===== src/rtl/pnx_pkg.sv =====
package pnx_pkg;
  localparam int WORD_W = 64;
  localparam int BIT_W  = 6;

  typedef logic [WORD_W-1:0] pword_t;

  typedef enum logic [2:0] {
    ST_IDLE, ST_FIRST, ST_LAST, ST_SEEK, ST_WRITE, ST_DONE
  } pnx_state_e;

  typedef struct packed {
    logic neg;
    logic seen;
    logic any;
    logic carry;
  } pnx_flags_t;

  localparam pnx_flags_t FLAGS_INIT = '{neg: 1'b0, seen: 1'b0, any: 1'b0, carry: 1'b1};

  // positions that start an element of size 2^esz bytes
  function automatic pword_t elem_mask(input logic [1:0] esz);
    pword_t m;
    for (int b = 0; b < WORD_W; b++) begin
      m[b] = ((b & ((1 << int'(esz)) - 1)) == 0);
    end
    return m;
  endfunction

  function automatic logic [BIT_W-1:0] low_index(input pword_t v);
    logic [BIT_W-1:0] idx;
    idx = '0;
    for (int b = WORD_W - 1; b >= 0; b--) begin
      if (v[b]) idx = BIT_W'(b);
    end
    return idx;
  endfunction

  function automatic logic [BIT_W-1:0] high_index(input pword_t v);
    logic [BIT_W-1:0] idx;
    idx = '0;
    for (int b = 0; b < WORD_W; b++) begin
      if (v[b]) idx = BIT_W'(b);
    end
    return idx;
  endfunction

  function automatic pword_t lowest_bit(input pword_t v);
    return v & (~v + pword_t'(1));
  endfunction

  // fold one word pair into the running condition state
  function automatic pnx_flags_t flag_step(input pnx_flags_t f, input pword_t d, input pword_t g);
    pnx_flags_t r;
    r = f;
    if (g != '0) begin
      if (!r.seen) begin
        r.neg  = |(d & lowest_bit(g));
        r.seen = 1'b1;
      end
      r.any   = r.any | (|(d & g));
      r.carry = ~d[high_index(g)];
    end
    return r;
  endfunction

  function automatic logic [31:0] flag_word(input pnx_flags_t f);
    return {f.neg, 28'd0, f.seen, f.any, f.carry};
  endfunction
endpackage


===== src/rtl/pnx_ctrl.sv =====
module pnx_ctrl
  import pnx_pkg::*;
#(
  parameter int NWORDS = 4,
  parameter int IDX_W  = 2
) (
  input  logic             clk,
  input  logic             rst_n,
  input  logic             start,
  input  logic             op_next,
  output pnx_state_e       state_o,
  output logic [IDX_W-1:0] cnt_o,
  output logic             accept_o,
  output logic             busy_o,
  output logic             done_o
);
  localparam logic [IDX_W-1:0] LAST_IDX = IDX_W'(NWORDS - 1);

  pnx_state_e       st_q;
  logic [IDX_W-1:0] cnt_q;
  logic             at_top;

  assign accept_o = start && (st_q == ST_IDLE || st_q == ST_DONE);
  assign at_top   = (cnt_q == LAST_IDX);

  always_ff @(posedge clk or negedge rst_n) begin
    if (!rst_n) begin
      st_q  <= ST_IDLE;
      cnt_q <= '0;
    end else if (accept_o) begin
      st_q  <= op_next ? ST_LAST : ST_FIRST;
      cnt_q <= op_next ? LAST_IDX : '0;
    end else begin
      unique case (st_q)
        ST_FIRST: begin
          if (at_top) st_q <= ST_DONE;
          else        cnt_q <= cnt_q + IDX_W'(1);
        end
        ST_LAST: begin
          if (cnt_q == '0) st_q <= ST_SEEK;
          else             cnt_q <= cnt_q - IDX_W'(1);
        end
        ST_SEEK: begin
          if (at_top) begin
            st_q  <= ST_WRITE;
            cnt_q <= '0;
          end else begin
            cnt_q <= cnt_q + IDX_W'(1);
          end
        end
        ST_WRITE: begin
          if (at_top) st_q <= ST_DONE;
          else        cnt_q <= cnt_q + IDX_W'(1);
        end
        ST_DONE:  st_q <= ST_IDLE;
        default:  st_q <= ST_IDLE;
      endcase
    end
  end

  assign state_o = st_q;
  assign cnt_o   = cnt_q;
  assign busy_o  = (st_q == ST_FIRST) || (st_q == ST_LAST) ||
                   (st_q == ST_SEEK)  || (st_q == ST_WRITE);
  assign done_o  = (st_q == ST_DONE);
endmodule


===== src/rtl/pnx_word_scan.sv =====
module pnx_word_scan
  import pnx_pkg::*;
#(
  parameter int NWORDS = 4,
  parameter int IDX_W  = 2,
  parameter int POS_W  = 9
) (
  input  pword_t           d_word,
  input  pword_t           g_word,
  input  logic [1:0]       esz,
  input  logic [IDX_W-1:0] cnt,
  input  logic [POS_W-1:0] start_pos,
  output logic             d_hit,
  output logic [BIT_W-1:0] d_hi_bit,
  output logic             g_hit,
  output pword_t           g_low_vec,
  output pword_t           gm_word,
  output logic             c_hit,
  output logic [BIT_W-1:0] c_lo_bit
);
  localparam logic [POS_W-1:0] VEC_BITS = POS_W'(NWORDS * WORD_W);

  pword_t           emask;
  pword_t           md;
  pword_t           win;
  pword_t           cand;
  logic             in_range;
  logic [IDX_W-1:0] s_word;
  logic [BIT_W-1:0] s_bit;

  assign emask    = elem_mask(esz);
  assign md       = d_word & emask;
  assign gm_word  = g_word & emask;
  assign d_hit    = |md;
  assign d_hi_bit = high_index(md);

  assign g_hit     = |g_word;
  assign g_low_vec = lowest_bit(g_word);

  assign in_range = (start_pos < VEC_BITS);
  assign s_word   = start_pos[BIT_W +: IDX_W];
  assign s_bit    = start_pos[BIT_W-1:0];

  always_comb begin
    if (!in_range)          win = '0;
    else if (cnt > s_word)  win = '1;
    else if (cnt == s_word) win = '1 << s_bit;
    else                    win = '0;
  end

  assign cand     = gm_word & win;
  assign c_hit    = |cand;
  assign c_lo_bit = low_index(cand);
endmodule


===== src/rtl/pnx_flag_acc.sv =====
module pnx_flag_acc
  import pnx_pkg::*;
(
  input  logic       clk,
  input  logic       rst_n,
  input  logic       clear,
  input  logic       step_en,
  input  pword_t     d_word,
  input  pword_t     g_word,
  output pnx_flags_t flags_o
);
  pnx_flags_t f_q;

  always_ff @(posedge clk or negedge rst_n) begin
    if (!rst_n)       f_q <= '0;
    else if (clear)   f_q <= FLAGS_INIT;
    else if (step_en) f_q <= flag_step(f_q, d_word, g_word);
  end

  assign flags_o = f_q;
endmodule


===== src/rtl/pred_next_finder.sv =====
module pred_next_finder
  import pnx_pkg::*;
#(
  parameter int NWORDS = 4
) (
  input  logic                     clk,
  input  logic                     rst_n,
  input  logic                     start,
  input  logic                     op_next,
  input  logic [1:0]               esz,
  input  logic [NWORDS*WORD_W-1:0] d_in,
  input  logic [NWORDS*WORD_W-1:0] g_in,
  output logic                     busy,
  output logic                     done,
  output logic [NWORDS*WORD_W-1:0] d_out,
  output logic [31:0]              flags
);
  localparam int IDX_W = (NWORDS > 1) ? $clog2(NWORDS) : 1;
  localparam int LOC_W = IDX_W + BIT_W;
  localparam int POS_W = IDX_W + BIT_W + 1;

  pnx_state_e       st;
  logic [IDX_W-1:0] cnt;
  logic             evt_accept;

  pword_t           d_q [NWORDS];
  pword_t           g_q [NWORDS];
  logic [1:0]       esz_q;
  logic             op_q;
  logic             have_last;
  logic [LOC_W-1:0] last_pos;
  logic             found;
  logic [LOC_W-1:0] hit_pos;

  pword_t           cur_d, cur_g;
  logic [POS_W-1:0] start_pos;
  logic             d_hit, g_hit, c_hit;
  logic [BIT_W-1:0] d_hi_bit, c_lo_bit;
  pword_t           g_low_vec, gm_word;

  // named internal events
  logic   evt_first_set, evt_last_hit, evt_seek_hit;
  pword_t d_first_new, write_word, acc_d, acc_g;
  pnx_flags_t acc_q;

  pnx_ctrl #(.NWORDS(NWORDS), .IDX_W(IDX_W)) u_ctrl (
    .clk      (clk),
    .rst_n    (rst_n),
    .start    (start),
    .op_next  (op_next),
    .state_o  (st),
    .cnt_o    (cnt),
    .accept_o (evt_accept),
    .busy_o   (busy),
    .done_o   (done)
  );

  assign cur_d = d_q[cnt];
  assign cur_g = g_q[cnt];

  assign start_pos = have_last ? (POS_W'(last_pos) + (POS_W'(1) << esz_q)) : '0;

  pnx_word_scan #(.NWORDS(NWORDS), .IDX_W(IDX_W), .POS_W(POS_W)) u_scan (
    .d_word    (cur_d),
    .g_word    (cur_g),
    .esz       (esz_q),
    .cnt       (cnt),
    .start_pos (start_pos),
    .d_hit     (d_hit),
    .d_hi_bit  (d_hi_bit),
    .g_hit     (g_hit),
    .g_low_vec (g_low_vec),
    .gm_word   (gm_word),
    .c_hit     (c_hit),
    .c_lo_bit  (c_lo_bit)
  );

  assign evt_first_set = (st == ST_FIRST) && !found && g_hit;
  assign evt_last_hit  = (st == ST_LAST)  && !have_last && d_hit;
  assign evt_seek_hit  = (st == ST_SEEK)  && !found && c_hit;

  assign d_first_new = cur_d | (evt_first_set ? g_low_vec : '0);
  assign write_word  = (found && (hit_pos[BIT_W +: IDX_W] == cnt)) ?
                       (pword_t'(1) << hit_pos[BIT_W-1:0]) : '0;

  assign acc_d = (st == ST_FIRST) ? d_first_new : write_word;
  assign acc_g = (st == ST_FIRST) ? cur_g : gm_word;

  pnx_flag_acc u_flags (
    .clk     (clk),
    .rst_n   (rst_n),
    .clear   (evt_accept),
    .step_en ((st == ST_FIRST) || (st == ST_WRITE)),
    .d_word  (acc_d),
    .g_word  (acc_g),
    .flags_o (acc_q)
  );

  always_ff @(posedge clk or negedge rst_n) begin
    if (!rst_n) begin
      for (int w = 0; w < NWORDS; w++) begin
        d_q[w] <= '0;
        g_q[w] <= '0;
      end
      esz_q     <= '0;
      op_q      <= 1'b0;
      have_last <= 1'b0;
      last_pos  <= '0;
      found     <= 1'b0;
      hit_pos   <= '0;
    end else if (evt_accept) begin
      for (int w = 0; w < NWORDS; w++) begin
        d_q[w] <= d_in[w*WORD_W +: WORD_W];
        g_q[w] <= g_in[w*WORD_W +: WORD_W];
      end
      esz_q     <= esz;
      op_q      <= op_next;
      have_last <= 1'b0;
      found     <= 1'b0;
    end else begin
      if (st == ST_FIRST) begin
        d_q[cnt] <= d_first_new;
        if (evt_first_set) found <= 1'b1;
      end
      if (evt_last_hit) begin
        have_last <= 1'b1;
        last_pos  <= {cnt, d_hi_bit};
      end
      if (evt_seek_hit) begin
        found   <= 1'b1;
        hit_pos <= {cnt, c_lo_bit};
      end
      if (st == ST_WRITE) d_q[cnt] <= write_word;
    end
  end

  for (genvar w = 0; w < NWORDS; w++) begin : g_pack
    assign d_out[w*WORD_W +: WORD_W] = d_q[w];
  end

  assign flags = flag_word(acc_q);
endmodule


===== config.mk =====
export PLATFORM = sky130hd
export DESIGN_NAME = pred_next_finder
export DESIGN_NICKNAME = d
export VERILOG_FILES = /design/src/rtl/pnx_pkg.sv /design/src/rtl/pnx_ctrl.sv /design/src/rtl/pnx_word_scan.sv /design/src/rtl/pnx_flag_acc.sv /design/src/rtl/pred_next_finder.sv
export SDC_FILE = /design/constraint.sdc
export NUM_CORES = 2
export LEC_CHECK = 0
export ABC_CLOCK_PERIOD_IN_PS = 18000
export BUFFER_PORTS_ARGS = -buffer_cell sky130_fd_sc_hd__buf_2
export CAP_MARGIN = 15
export CORE_AREA = 2 2 319 321
export DETAILED_ROUTE_END_ITERATION = 12
export DIE_AREA = 0 0 321 323
export SETUP_SLACK_MARGIN = 0.02
export SYNTH_ARGS = -nofsm -noshare
export SYNTH_HDL_FRONTEND = slang
export SYNTH_SLANG_ARGS = --single-unit

===== constraint.sdc =====
create_clock -name clk -period 18 [get_ports clk]
set_clock_uncertainty 0.1 [all_clocks]
set_input_delay 0.9 -clock clk [delete_from_list [all_inputs] [get_ports clk]]
set_output_delay 0.9 -clock clk [all_outputs]
set_load 0.02 [all_outputs]

==> impl_metrics.env <==
export IMPL_fin_setup_tns_ps=0
export IMPL_reg2reg_from="esz_q[0]$_DFFE_PN0P_"
export IMPL_yosysWarnings=0
export IMPL_drv_cap=0
export IMPL_synth_edf_count=0
export IMPL_post_route_cell_area_sq_um=44200
export IMPL_muxShareOfSynthArea_pct=8.89
export IMPL_r2r_cells=19
export IMPL_endpoint="hit_pos[0]$_DFFE_PN0P_"
export IMPL_ys_ff_latch=541
export IMPL_clk_pin_slew_ps=60
export IMPL_io_pins=808
export IMPL_status="completed"
export IMPL_endpoint_kind="register"
export IMPL_yosys_area_share_simple_pct=24.4
export IMPL_cts_max_path_buffers=3
export IMPL_place_congestion=1.05
export IMPL_cts_tree="yes"
export IMPL_grt_pass1_wl_mm=289
export IMPL_core_area_sq_um=101000
export IMPL_final_nets=5889
export IMPL_dp_cells=6597
export IMPL_routed_wl_mm=207
export IMPL_via_per_inst=6.25
export IMPL_cts_resized=0
export IMPL_grt_antenna_before_repair=25
export IMPL_netlist_instances=4795
export IMPL_synth_compound_area_share_pct=24.5
export IMPL_drv_slew=0
export IMPL_root_buffer="clkbuf_16"
export IMPL_dieHeight_um=323
export IMPL_grt_pass1_vias=39676
export IMPL_cts_hold_buffers=0
export IMPL_post_cts_buffers=0
export IMPL_num_rows=117
export IMPL_hpwlAfterDp_mm=156
export IMPL_htree_levels=3
export IMPL_wl_per_cell_um=30.7
export IMPL_crit_path_start_kind="register"
export IMPL_required_ps=18450
export IMPL_ys_flop_type="dfrtp_1"
export IMPL_period_share_pct=41.3
export IMPL_syn_area_per_cell_sq_um=7.74
export IMPL_min_delay_path_class="in -> async"
export IMPL_crit_type="reg -> reg"
export IMPL_drive_gt1_share_pct=21.6
export IMPL_synth_adder_area_share_pct=0.425
export IMPL_r2r_end="hit_pos[0]$_DFFE_PN0P_"
export IMPL_vias=42097
export IMPL_cts_sinks=541
export IMPL_critical_path_startpoint="esz_q[0]$_DFFE_PN0P_"
export IMPL_grt_max_degree=220
export IMPL_synth_distinct_cells=99
export IMPL_crit_fanout=19
export IMPL_clk_latency_ps=670
export IMPL_area_delta_synth_final_pct=19.0
export IMPL_synth_top_family_by_area="compound AO/OA/AOI/OAI gates"
export IMPL_drtIter0Drc=5651
export IMPL_postRouteAntennaNets=0
export IMPL_fmax_mhz=135
export IMPL_grt_use_total_pct=38.4
export IMPL_tightest_slew_ps=1260
export IMPL_setup_violations=0
export IMPL_placed_area_sq_um=41900
export IMPL_initial_core_util_pct=36.8
export IMPL_die_area_sq_um=104000
export IMPL_first_pass_iters=7
export IMPL_r2r_slack_ps=10570
export IMPL_hold_viol_final=0
export IMPL_io_buffers=779
export IMPL_yosysSeqAreaShare_pct=36.5
export IMPL_cts_buffers=68
export IMPL_post_route_drc_count=0
export IMPL_critPathArrivalTime_ps=7880
export IMPL_slew_headroom_pct=15.5
export IMPL_finalNonFillerCells=6735
export IMPL_netlist_area_sq_um=37100
export IMPL_synth_xor_area_share_pct=0.236
export IMPL_grt_overflow=0
export IMPL_rsz0062_at_grt="no"
export IMPL_die_w_um=321
export IMPL_fin_crit_ps=7430
export IMPL_synth_async_reset_ratio_pct=100
[placed cells by master, fill, tap and decap left out, types with 28 or more instances in the layout]
cell type	netlist	layout
a211oi_1	272	271
a21oi_1	670	669
a31oi_1	48	48
and2_1	33	30
buf_2	21	778
buf_4	33	70
clkbuf_16	0	69
conb_1	1	28
dfrtp_1	541	539
inv_1	58	58
mux4_2	135	135
nand2_1	1038	1038
nand3_1	67	66
nand4_1	30	30
nor2_1	738	733
nor3_1	84	81
o2111ai_1	30	30
o211ai_1	44	44
o21ai_0	155	154
[cell type report]
cell class	count	area, sq um
clock inverters	26	303
inverters	63	236
clock buffers	91	1940
well taps	1309	1640
fillers	10371	56500
repair buffers	856	4570
flip-flops and latches	541	13500
multi-input cells	3829	21900
diodes	20	50.0
[synthesized netlist by cell type, drive strengths merged, types with 18 or more instances]
library cell | n | share of area [%]
nand2 | 1038 | 10
nor2 | 738 | 7.5
a21oi | 671 | 9.1
dfrtp | 541 | 36
clkbuf | 296 | 3.0
a211oi | 272 | 5.5
o21ai | 166 | 2.2
mux4 | 135 | 8.2
buf | 93 | 1.4
nor3 | 87 | 1.2
nand3 | 69 | 0.96
inv | 60 | 0.61
a31oi | 50 | 0.90
o211ai | 44 | 0.89
and2 | 34 | 0.58
nand4 | 30 | 0.51
o2111ai | 30 | 0.71
nor4 | 29 | 0.65
a21boi | 25 | 0.51
and3 | 25 | 0.42
a21o | 22 | 0.45
a22oi | 18 | 0.36
nor2b | 18 | 0.30
o311ai | 18 | 0.42
[kinds of logic (layout without fill, tap and decap cells)]
logic type	after synthesis	count (layout)
compound gates	1463	1463
xor+xnor	10	10
fa+ha+maj	12	12
buf+inv	452	1036
flops	541	541
mux	160	160
other cells	1	48
simple gates	2156	2156
[through the flow]
stage / setup slack [ps] / hold slack (ps) / util [%]
after floorplan: 11410 / 340 / -
after global placement: 10860 / 354 / 41.6
after detailed placement: 10850 / 358 / 41.6
after CTS: 10800 / 284 / 43.8
after global routing: 10190 / 292 / 43.9
final: 10570 / 275 / 43.9
[critical path, cell delays in order (launching register included)]
cell and delay, ps:
dfrtp_1 620, nor2_4 560, ha_1 280, inv_1 60, fa_1 450, nor2b_1 140
o21a_1 210, o211ai_1 130, xnor2_1 140, and2_1 160, ha_1 310, and3_1 610
nand3_1 620, o311a_1 570, nor4_1 420, nor4bb_1 640, nand2_1 320, o211ai_1 470
nor2_1 220, a31o_2 280
[state kept, by name, indices dropped and copies added (netlist names)]
name and count:
u_flags.flags_o 4, u_ctrl.cnt_o 2, have_last 1, esz_q 2, last_pos 8, u_ctrl.state_o 3
g_q 256, hit_pos 8, found 1, d_out 256
[how the worst min path moves through the flow]
stage | depth (start not counted) | startpoint | slack [ps] | end
2_1_floorplan | 2 | g_q[100]$_DFFE_PN0P_ | 340 | g_q[100]$_DFFE_PN0P_
3_3_place_gp | 2 | g_q[138]$_DFFE_PN0P_ | 350 | g_q[138]$_DFFE_PN0P_
3_5_place_dp | 2 | g_q[171]$_DFFE_PN0P_ | 360 | g_q[171]$_DFFE_PN0P_
4_1_cts | 1 | rst_n | 280 | g_q[144]$_DFFE_PN0P_
5_1_grt | 3 | g_in[133] | 290 | g_q[69]$_DFFE_PN0P_
6_report | 1 | rst_n | 270 | g_q[208]$_DFFE_PN0P_
[layer usage]
layer  share of wire (%)  GRT usage, %  vias to the layer above
met5               0.033             0                        -
met4                 5.2          17.9                       10
met2                  44          58.6                     2496
met1                  41          51.7                    20785
li1                    -             -                    18284
met3                 9.5          9.05                      522
Power is left out: the tool's default activity adds up to more than one toggle a clock period on the data nets, which glitch-free logic cannot reach.
